<file path="src/rtl/pcport_pkg.sv">
package pcport_pkg;
    localparam int PW = 8;
    localparam int AW = 3;

    localparam logic [AW-1:0] ADR_OUT  = 3'd0;
    localparam logic [AW-1:0] ADR_DIR  = 3'd1;
    localparam logic [AW-1:0] ADR_SMP  = 3'd2;
    localparam logic [AW-1:0] ADR_MASK = 3'd3;
    localparam logic [AW-1:0] ADR_STAT = 3'd4;

    typedef struct packed {
        logic [PW-1:0] outv;
        logic [PW-1:0] dirv;
        logic [PW-1:0] mask;
        logic          pend;
    } regs_t;

    typedef struct packed {
        logic [PW-1:0] s1;
        logic [PW-1:0] s2;
    } sync_t;
endpackage

</file>
<file path="src/rtl/pcport_sync.sv">
module pcport_sync
    import pcport_pkg::*;
(
    input  logic          clk,
    input  logic          rst_n,
    input  logic [PW-1:0] pad_i,
    output logic [PW-1:0] smp_o
);
    sync_t st_d, st_q;

    always_comb begin
        st_d    = st_q;
        st_d.s1 = pad_i;
        st_d.s2 = st_q.s1;
    end

    always_ff @(posedge clk or negedge rst_n) begin
        if (!rst_n) st_q <= '0;
        else        st_q <= st_d;
    end

    assign smp_o = st_q.s2;

    // the sample is the pad value from two edges back
    assert_two_stage_R3: assert property (@(posedge clk) disable iff (!rst_n)
        1'b1 |=> (st_q.s2 == $past(st_q.s1)));
endmodule

</file>
<file path="src/rtl/pcport_detect.sv">
module pcport_detect
    import pcport_pkg::*;
(
    input  logic          clk,
    input  logic          rst_n,
    input  logic [PW-1:0] smp_i,
    output logic [PW-1:0] evt_o,
    output logic          any_o
);
    logic [PW-1:0] prev_d, prev_q;

    always_comb begin
        prev_d = smp_i;
    end

    always_ff @(posedge clk or negedge rst_n) begin
        if (!rst_n) prev_q <= '0;
        else        prev_q <= prev_d;
    end

    assign evt_o = smp_i ^ prev_q;
    assign any_o = |evt_o;

    // events mark exactly the bits that moved since last cycle
    assert_evt_xor_R4: assert property (@(posedge clk) disable iff (!rst_n)
        1'b1 |=> (evt_o == (smp_i ^ $past(smp_i))));
endmodule

</file>
<file path="src/rtl/pcport_regs.sv">
module pcport_regs
    import pcport_pkg::*;
(
    input  logic          clk,
    input  logic          rst_n,
    input  logic          we_i,
    input  logic [AW-1:0] addr_i,
    input  logic [PW-1:0] wdata_i,
    output logic [PW-1:0] rdata_o,
    input  logic [PW-1:0] smp_i,
    input  logic [PW-1:0] evt_i,
    input  logic          ack_i,
    output logic [PW-1:0] out_o,
    output logic [PW-1:0] dir_o,
    output logic          pend_o
);
    regs_t st_d, st_q;
    logic  clr_wr;
    logic  hit;

    always_comb begin
        st_d   = st_q;
        clr_wr = we_i && (addr_i == ADR_STAT) && wdata_i[0];
        hit    = |(evt_i & st_q.mask);
        if (we_i) begin
            case (addr_i)
                ADR_OUT:  st_d.outv = wdata_i;
                ADR_DIR:  st_d.dirv = wdata_i;
                ADR_MASK: st_d.mask = wdata_i;
                default:  ;
            endcase
        end
        // a new masked change outranks any clear in the same cycle
        if (ack_i || clr_wr) st_d.pend = 1'b0;
        if (hit)             st_d.pend = 1'b1;
    end

    always_ff @(posedge clk or negedge rst_n) begin
        if (!rst_n) st_q <= '0;
        else        st_q <= st_d;
    end

    always_comb begin
        case (addr_i)
            ADR_OUT:  rdata_o = st_q.outv;
            ADR_DIR:  rdata_o = st_q.dirv;
            ADR_SMP:  rdata_o = smp_i;
            ADR_MASK: rdata_o = st_q.mask;
            ADR_STAT: rdata_o = {{(PW-1){1'b0}}, st_q.pend};
            default:  rdata_o = '0;
        endcase
    end

    assign out_o  = st_q.outv;
    assign dir_o  = st_q.dirv;
    assign pend_o = st_q.pend;

    assert_pend_set_R6: assert property (@(posedge clk) disable iff (!rst_n)
        (|(evt_i & st_q.mask)) |=> st_q.pend);
    assert_pend_quiet_R7: assert property (@(posedge clk) disable iff (!rst_n)
        (!st_q.pend && !(|(evt_i & st_q.mask))) |=> !st_q.pend);
    assert_pend_hold_R8: assert property (@(posedge clk) disable iff (!rst_n)
        (st_q.pend && !ack_i && !clr_wr) |=> st_q.pend);
    assert_pend_race_R9: assert property (@(posedge clk) disable iff (!rst_n)
        ((ack_i || clr_wr) && (|(evt_i & st_q.mask))) |=> st_q.pend);
endmodule

</file>
<file path="src/rtl/pcport_top.sv">
module pcport_top
    import pcport_pkg::*;
(
    input  logic          clk,
    input  logic          rst_n,
    input  logic [7:0]    pad_in,
    output logic [7:0]    pad_out,
    output logic [7:0]    pad_oe,
    input  logic          bus_we,
    input  logic [2:0]    bus_addr,
    input  logic [7:0]    bus_wdata,
    output logic [7:0]    bus_rdata,
    input  logic          irq_ack,
    output logic          irq_req,
    output logic [7:0]    pin_evt,
    output logic          port_evt,
    output logic [7:0]    port_val
);
    logic [PW-1:0] smp;

    pcport_sync u_sync (
        .clk   (clk),
        .rst_n (rst_n),
        .pad_i (pad_in),
        .smp_o (smp)
    );

    pcport_detect u_detect (
        .clk   (clk),
        .rst_n (rst_n),
        .smp_i (smp),
        .evt_o (pin_evt),
        .any_o (port_evt)
    );

    pcport_regs u_regs (
        .clk     (clk),
        .rst_n   (rst_n),
        .we_i    (bus_we),
        .addr_i  (bus_addr),
        .wdata_i (bus_wdata),
        .rdata_o (bus_rdata),
        .smp_i   (smp),
        .evt_i   (pin_evt),
        .ack_i   (irq_ack),
        .out_o   (pad_out),
        .dir_o   (pad_oe),
        .pend_o  (irq_req)
    );

    assign port_val = smp;

    assert_port_evt_R5: assert property (@(posedge clk) disable iff (!rst_n)
        port_evt |-> (port_val != $past(port_val)));
endmodule

</file>
<file path="config.mk">
export PLATFORM = sky130hd
export DESIGN_NAME = pcport_top
export DESIGN_NICKNAME = d
export VERILOG_FILES = /design/src/rtl/pcport_pkg.sv /design/src/rtl/pcport_sync.sv /design/src/rtl/pcport_detect.sv /design/src/rtl/pcport_regs.sv /design/src/rtl/pcport_top.sv
export SDC_FILE = /design/constraint.sdc
export NUM_CORES = 1
export LEC_CHECK = 0
export BUFFER_PORTS_ARGS = -buffer_cell sky130_fd_sc_hd__buf_4
export CORE_MARGIN = 2
export CORE_UTILIZATION = 52
export CTS_BUF_LIST = sky130_fd_sc_hd__clkbuf_4 sky130_fd_sc_hd__clkbuf_8
export DETAILED_ROUTE_END_ITERATION = 7
export PLACE_DENSITY_LB_ADDON = 0.15
export SYNTH_ARGS = -nofsm -noshare
export SYNTH_HDL_FRONTEND = slang
export SYNTH_SLANG_ARGS = --single-unit
</file>
<file path="constraint.sdc">
create_clock -name clk -period 1.3 [get_ports clk]
set_input_delay 0.13 -clock clk [delete_from_list [all_inputs] [get_ports clk]]
set_output_delay 0.13 -clock clk [all_outputs]
set_load 0.05 [all_outputs]
</file>
* After elaboration in Yosys (flattened, before gate mapping)
Cells that the tools add are included.
Cells by class: equal/unequal tests 4, mux-type cells 3, bitwise logic cells 2, reduce and logical (&&, ||, !) cells 10
Operators by type and width (count):
- case mux 8 bit (5 select lines) | 1
- OR reduction 8 bit | 2
- bitwise AND 8 bit | 1
- bitwise XOR 8 bit | 1
- == test 3 x 2 -> 1 bit (second input constant) | 2
- AND reduction 2 bit | 3
- == test 3 x 1 -> 1 bit (second input constant) | 1
- == test 3 bit (second input constant) | 1
- logical NOT 3 bit | 1
- logical AND 1 bit | 2
- two-way mux 1 bit | 2
- nonzero test 2 bit | 1
- logical OR 1 bit | 1
Word-level totals: bits in registers 49, bits of input ports 23, output and inout port bits 42, logic and storage cells 26

* Logic depth before layout (Yosys ltp)
Gate-level depths: netlist (run 1).
depth in word-level cells 6, mapped depth 4, gate-level depth less buffers 4

* By module
From an unflattened synthesis (run 1), not the netlist that was laid out.
Second synthesis, totals: cell total of the unflattened synthesis 137, area total of the unflattened synthesis 2099.5 sq um
By module, submodules not included:
- pcport_regs | times used 1, cells an instance 102, area each 1412.6 sq um, sequential area each 625.6 sq um
- pcport_sync | times used 1, cells an instance 16, area each 400.4 sq um, sequential area each 400.4 sq um
- pcport_detect | times used 1, cells an instance 19, area each 286.5 sq um, sequential area each 200.2 sq um

* Worst setup path before layout (run 1)
Ideal clock, no wire load.
path type register to output, start reg u_sync.st_q, in the netlist u_sync.smp_o[6], end out port_evt, arrival time 2.071 ns, required time 1.170 ns, setup slack -0.901 ns, stages on the path, launching flop included 4, buffers on the path 0, cell sequence dfrtp_1 -> xor2_1 -> nor4_1 -> nand2_1
Between the ends: cells in the longest elaborated chain, start to end 2
RTL lines:
- start: declaration | line pcport_sync.sv:9 | sync_t st_d, st_q;
- start signal: assignment | line pcport_sync.sv:19 | else st_q <= st_d;
- bitwise XOR 8 bit | line pcport_detect.sv:21 | assign evt_o = smp_i ^ prev_q;
- net pin_evt[6] | line pcport_top.sv:15 | output logic [7:0] pin_evt,
- OR reduction 8 bit | line pcport_detect.sv:22 | assign any_o = |evt_o;
- end: declaration | line pcport_top.sv:16 | output logic port_evt,
The timed path passes the listed nets, and every way through them passes these cells.

* Worst setup path in the final report (run 1)
start reg u_sync.st_q, in the netlist u_sync.smp_o[1], end out bus_rdata[1]
Between the ends: cells in the longest elaborated chain, start to end 1
RTL lines:
- case mux 8 bit (5 select lines) | line pcport_regs.sv:44 | case (addr_i)
- end: declaration | line pcport_top.sv:12 | output logic [7:0] bus_rdata,
No other way between the ends.

==> results_dict.tcl, run 1 <==
set metrics [dict create \
    fin_nets 265 \
    synth_edf_count 0 \
    mostFrequentLayoutCells "82 x buf_4, 36 x dfrtp_1, 23 x mux2_2" \
    hold_depth 2 \
    ant_nets 0 \
    cp_slowest_cell "mux4_2" \
    tightestPinTransition_ps 610 \
    slew_violations 0 \
    hold_viol 0 \
    dr.pass1.iters 5 \
    dieArea_sq_um 4540 \
    max-clock-path-buffers 2 \
    avgViaCountPerCell 5.16 \
    start_kind "register" \
    leakagePower_uw 0.00153 \
    fp.dieH_um 67.4 \
    vias 1513 \
    grt_first_pass_wirelength_um 8440 \
    yosys_warnings 0 \
    dp_hpwl_um 3730 \
    hold_path.class "input port to register" \
    antennaDiodeCount 0 \
    worst_hold_slack_ps 76.9 \
    maxCapViolCount 0 \
    cts_tree "built" \
    grt_overflow_total 0 \
    synth_seq_cells 49 \
    ys_async_sr_fraction 1.00 \
    grt_max_degree 50 \
    portBuffers 64 \
    cp_max_fo 3 \
    route.detailed.drc 0 \
    crit_path_cell_trace "mux4_2 -> and2_4 -> buf_6" \
    clk_pin_slew_ps 90 \
    cts_root_buf "clkbuf_8" \
    fmax_mhz 602 \
    fin_ws_ps -361 \
    stdcell_area_sq_um 3380 \
    fin_crit_ps 1660 \
    wl_per_cell_um 18.4 \
    ios 65 \
    grtUsageTotal 0.266 \
    grt_pass1_vias 1662 \
    antenna_found_initial 0 \
    area_growth_pct 61.8 \
    ir_worst_vdd_mv 0.954 \
    gp_congestion 0.830 \
    max_slew_margin 0.594 \
    arrival_ps 1530 \
    h-tree-depth 2 \
    synth_nets 159 \
    clock-skew-final_ps 9.27 \
    core_sq_um 3940 \
    slowest_delay_ps 460 \
    syn-mean-instance-area_sq_um 15.4 \
    fin_crit_sh 1.28 \
    num_rows 23 \
    drive_gt1_frac 0.765 \
    cts_num_sinks 49 \
    synthCells 136 \
    utilization 0.857 \
    chipWidth_um 67.4 \
    numCtsBuffers 5 \
    ys.flop_type "dfrtp_1" \
    critPathCaptureType "output port" \
    crit_type "register to output port" \
    failed_checks "setup timing" \
    drt_iter0_drc 88 \
    synth-seq-area-share 0.587 \
    reg2regPathDepth 5 \
    netlist_area_sq_um 2090 \
    power_density_nw_per_um2 1430 \
    dpl_cell_area_sq_um 2990 \
    synth.distinct_cells 24 \
    clk_latency_ps 300 \
    rsz0062_at_grt "true" \
    final_common_cell "buf_4" \
    setup_violations 18 \
    cp_data_required_time_ps 1170 \
    status "finished with violations" \
    wl_um 5390 \
    initial_core_util 0.530 \
]
[layout make-up]
| cell class | instances | area (sq um) |
|---|---|---|
| flip-flops and latches | 49 | 1240 |
| repair buffers | 119 | 1070 |
| multi-input cells | 66 | 917 |
| fillers | 191 | 563 |
| clock buffers | 6 | 76.3 |
| well taps | 50 | 62.6 |
| clock inverters | 2 | 10.0 |
| inverters | 1 | 3.75 |
[kinds of logic (layout without fill, tap and decap cells)]
logic type                count (synthesis)  after routing  share of synthesized area
DFF                                      49             49                      0.587
xor gates and xnor gates                  8              8                     0.0336
and+or+nand+nor                          19             19                     0.0617
muxes                                    32             32                      0.212
AOI/OAI and AO/OA                         7              7                     0.0264
buffers and inverters                    21            128                     0.0791
[critical path: cells and delay by family, from the launching register on]
| kind | cells | cell delay, ps |
|---|---|---|
| multiplexers | 1 | 460 |
| flip-flops | 1 | 450 |
| AND/OR/NAND/NOR | 1 | 170 |
| buffers and inverters | 1 | 140 |
[cell usage after synthesis, types with 2 or more instances]
| cell | count | area share |
|---|---|---|
| buf_4 | 17 | 0.061 |
| nand2_1 | 2 | 0.0036 |
| dfrtp_1 | 49 | 0.59 |
| mux2_2 | 24 | 0.13 |
| xor2_1 | 8 | 0.034 |
| buf_6 | 3 | 0.016 |
| and2_1 | 7 | 0.021 |
| nor2_1 | 2 | 0.0036 |
| nor4_1 | 2 | 0.0060 |
| mux4_2 | 7 | 0.075 |
| a22oi_1 | 2 | 0.0072 |
[flip-flops by register name (all words and copies together) (netlist names)]
name             flops
u_regs.out_o         8
u_sync.st_d          8
u_regs.dir_o         8
u_sync.smp_o         8
u_regs.st_q          8
u_detect.prev_q      8
u_regs.pend_o        1
[report_power, final]
part	internal [uW]	switching [uW]	total, uW
sequential	1730	149	1880
combinational	938	1120	2060
clock	395	498	893
[routing by layer]
layer  track usage  share of wire
met4        0.0969          0.018
met2         0.494           0.57
met3        0.0617          0.055
met5             0              0
met1         0.295           0.36
[what timing repair did]
item,4_1_cts,5_1_grt
hold buffers,9,0
gates resized for setup,30,14
endpoints found under the hold margin,57,0
pin swaps,7,2
endpoints found under the setup margin,18,20
setup buffers,3,2
[final timing paths]
| kind | startpoint | to | slack, ps |
|---|---|---|---|
| worst max register to register | u_sync.smp_o[6]$_DFF_PN0_ | u_regs.pend_o$_DFFE_PN0P_ | -130 |
| worst min register to register | u_sync.st_d[5]$_DFF_PN0_ | u_sync.smp_o[5]$_DFF_PN0_ | 350 |
| worst min-delay path | bus_wdata[1] | u_regs.st_q[2]$_DFFE_PN0P_ | 80 |
| worst max-delay path | u_sync.smp_o[1]$_DFF_PN0_ | bus_rdata[1] | -360 |
| max in group asynchronous | rst_n | u_sync.smp_o[5]$_DFF_PN0_ | 470 |
| min in group asynchronous | rst_n | u_detect.prev_q[6]$_DFF_PN0_ | 390 |
[metrics by stage]
stage / TNS (ps) / total power (uW) / cells / setup slack [ps]
after floorplan: -790 / 3180 / 136 / -172
after global placement: -596 / 3730 / 271 / -60.9
after detailed placement: -1090 / 3790 / 271 / -91.6
after CTS: -3510 / 4800 / 291 / -368
after global routing: -4390 / 5030 / 293 / -424
final: -3590 / 4840 / 293 / -361
Note: power is estimated with default switching activity, not from simulation.
==> inputs of run 2 (changes only) <==
==> constraint.sdc (replaced) <==
create_clock -name clk -period 1.3 [get_ports clk]
set_input_delay 0.325 -clock clk [delete_from_list [all_inputs] [get_ports clk]]
set_output_delay 0.325 -clock clk [all_outputs]
set_load 0.05 [all_outputs]
==> run 2 against run 1 <==
  * The flow still finishes with violations (setup timing)
  * Clock-buffer cell count decreased by 1
  * Register-to-register slack worse by 220 ps
  * Hold slack worse by 59 ps
  * Global-route usage is 6.6 points higher
  * Critical endpoint is now bus_rdata[7]
  * Largest power group unchanged
  * Highest routed layer unchanged
==> results_dict.tcl, run 2 (synthesis results as in run 1) <==
set metrics [dict create \
    fp.dieH_um 67.4 \
    reg2regPathDepth 6 \
    clock-skew-final_ps 11.1 \
    numCtsBuffers 5 \
    maxCapViolCount 0 \
    max-clock-path-buffers 2 \
    avgViaCountPerCell 5.67 \
    r2r_slack_ps -350 \
    cp_max_fo 3 \
    dp.cells 277 \
    combPwrFrac 0.471 \
    ir_worst_vdd_mv 1.31 \
    slew_violations 0 \
    drt_iter0_drc 120 \
    power_density_nw_per_um2 1450 \
    wl_um 8090 \
    final_common_cell "buf_4" \
    cts_root_buf "clkbuf_8" \
    power_switching_uw 2040 \
    p_clk_frac 0.171 \
    portBuffers 64 \
    vias 1695 \
    instances_no_fill 299 \
    status "finished with violations" \
    drive_gt1_frac 0.823 \
    fin_ws_ps -606 \
    route.detailed.drc 0 \
    initial_core_util 0.530 \
    grt_pass1_vias 1814 \
    sequentialPowerShare 0.357 \
    max_slew_margin 0.597 \
    dr.pass1.iters 4 \
    arrival_ps 1580 \
    grt_max_degree 50 \
    clk_pin_slew_ps 100 \
    critPathCaptureType "output port" \
    leakagePower_uw 0.00166 \
    area_growth_pct 78.2 \
    fin_crit_sh 1.47 \
    gp_congestion 0.819 \
    dieArea_sq_um 4540 \
    grtUsageTotal 0.332 \
    tightestPinTransition_ps 605 \
    grt_overflow_total 0 \
    chipWidth_um 67.4 \
    p_int_uw 3360 \
    cts_tree "built" \
    antennaDiodeCount 0 \
    wl_per_cell_um 27.1 \
    start_kind "register" \
    setup_violations 37 \
    clk_latency_ps 310 \
    antenna_found_initial 0 \
    h-tree-depth 2 \
    crit_type "register to output port" \
    failed_checks "setup timing" \
    fin_crit_ps 1910 \
    cts_num_sinks 49 \
    grt_first_pass_wirelength_um 10100 \
    ant_nets 0 \
    switching_share 0.378 \
    mostFrequentLayoutCells "49 x buf_4, 38 x buf_6, 36 x buf_8" \
    cp_data_required_time_ps 980 \
    fmax_mhz 525 \
    core_sq_um 3940 \
    num_rows 23 \
    rsz0062_at_grt "true" \
    hold_path.class "input port to asynchronous set/reset pin" \
    ios 65 \
    hold_viol 0 \
    dp_slack_ps -478 \
    dp_hpwl_um 3840 \
    fin_nets 271 \
]
## run 2: cell count changes in the layout (fill, tap and decap cells not counted), moves of 9 or more
cell           change
buf_8             +26
buf_6             +21
buf_4             -33
dlygate4sd3_1      -9
## run 2: layout make-up
type                            count  area, sq um
Multi-Input combinational cell     66          945
Sequential cell                    49         1240
Inverter                            1         3.75
Clock buffer                        5         68.8
Fill cell                          96          221
Clock inverter                      3         21.3
Timing Repair Buffer              125         1380
Tap cell                           50         62.6
## run 2: repair_timing
item                                    in CTS  in global routing
gates resized for setup                    107                 26
pin swaps                                   12                  4
hold endpoints to repair                     0                  0
hold buffers                                 0                  0
buffers inserted                            17                 12
endpoints found under the setup margin      49                 57
## run 2: power groups by stage
stage / registers (uW) / clock network, uW / logic (uW)
after floorplan: 1960 / 0 / 1220
after global placement: 1880 / 0 / 1860
after detailed placement: 1910 / 0 / 1910
after CTS: 1890 / 924 / 2370
after global routing: 1940 / 1010 / 2620
final: 1930 / 926 / 2550
## run 2: critical path: stages (launching register included)
cell and delay (ps):
dfrtp_2 470, mux4_2 490, and2_4 160, buf_8 140
## run 2: worst paths after layout
path                                                start                        end
min in group clk                                pad_in[5]   u_sync.st_d[5]$_DFF_PN0_
max in group asynchronous                           rst_n  u_sync.smp_o[2]$_DFF_PN0_
worst max-delay path            u_sync.smp_o[7]$_DFF_PN0_               bus_rdata[7]
worst min register to register   u_sync.st_d[4]$_DFF_PN0_  u_sync.smp_o[4]$_DFF_PN0_
worst max register to register  u_sync.smp_o[2]$_DFF_PN0_  u_regs.pend_o$_DFFE_PN0P_
worst min-delay path                                rst_n   u_sync.st_d[3]$_DFF_PN0_
## run 2: metal layers
layer / global-route usage / share of wire / wire, um / up-vias
li1: - / - / - / 687
met1: 0.396 / 0.36 / 2920 / 851
met2: 0.578 / 0.50 / 4020 / 114
met3: 0.0717 / 0.087 / 704 / 43
met4: 0.145 / 0.056 / 453 / 0
met5: 0 / 0 / 0 / -
## run 2: per-stage QoR
stage	util	area [sq um]	hold slack, ps	TNS, ps	power [uW]
detailed placement	0.773	3050	339	-10450	3820
floorplan	-	2300	29.4	-2470	3180
CTS	0.921	3630	33.7	-8440	5190
finish	0.944	3720	18.1	-9180	5400
global placement	0.773	3050	333	-10000	3750
global route	0.944	3720	64.3	-10260	5560
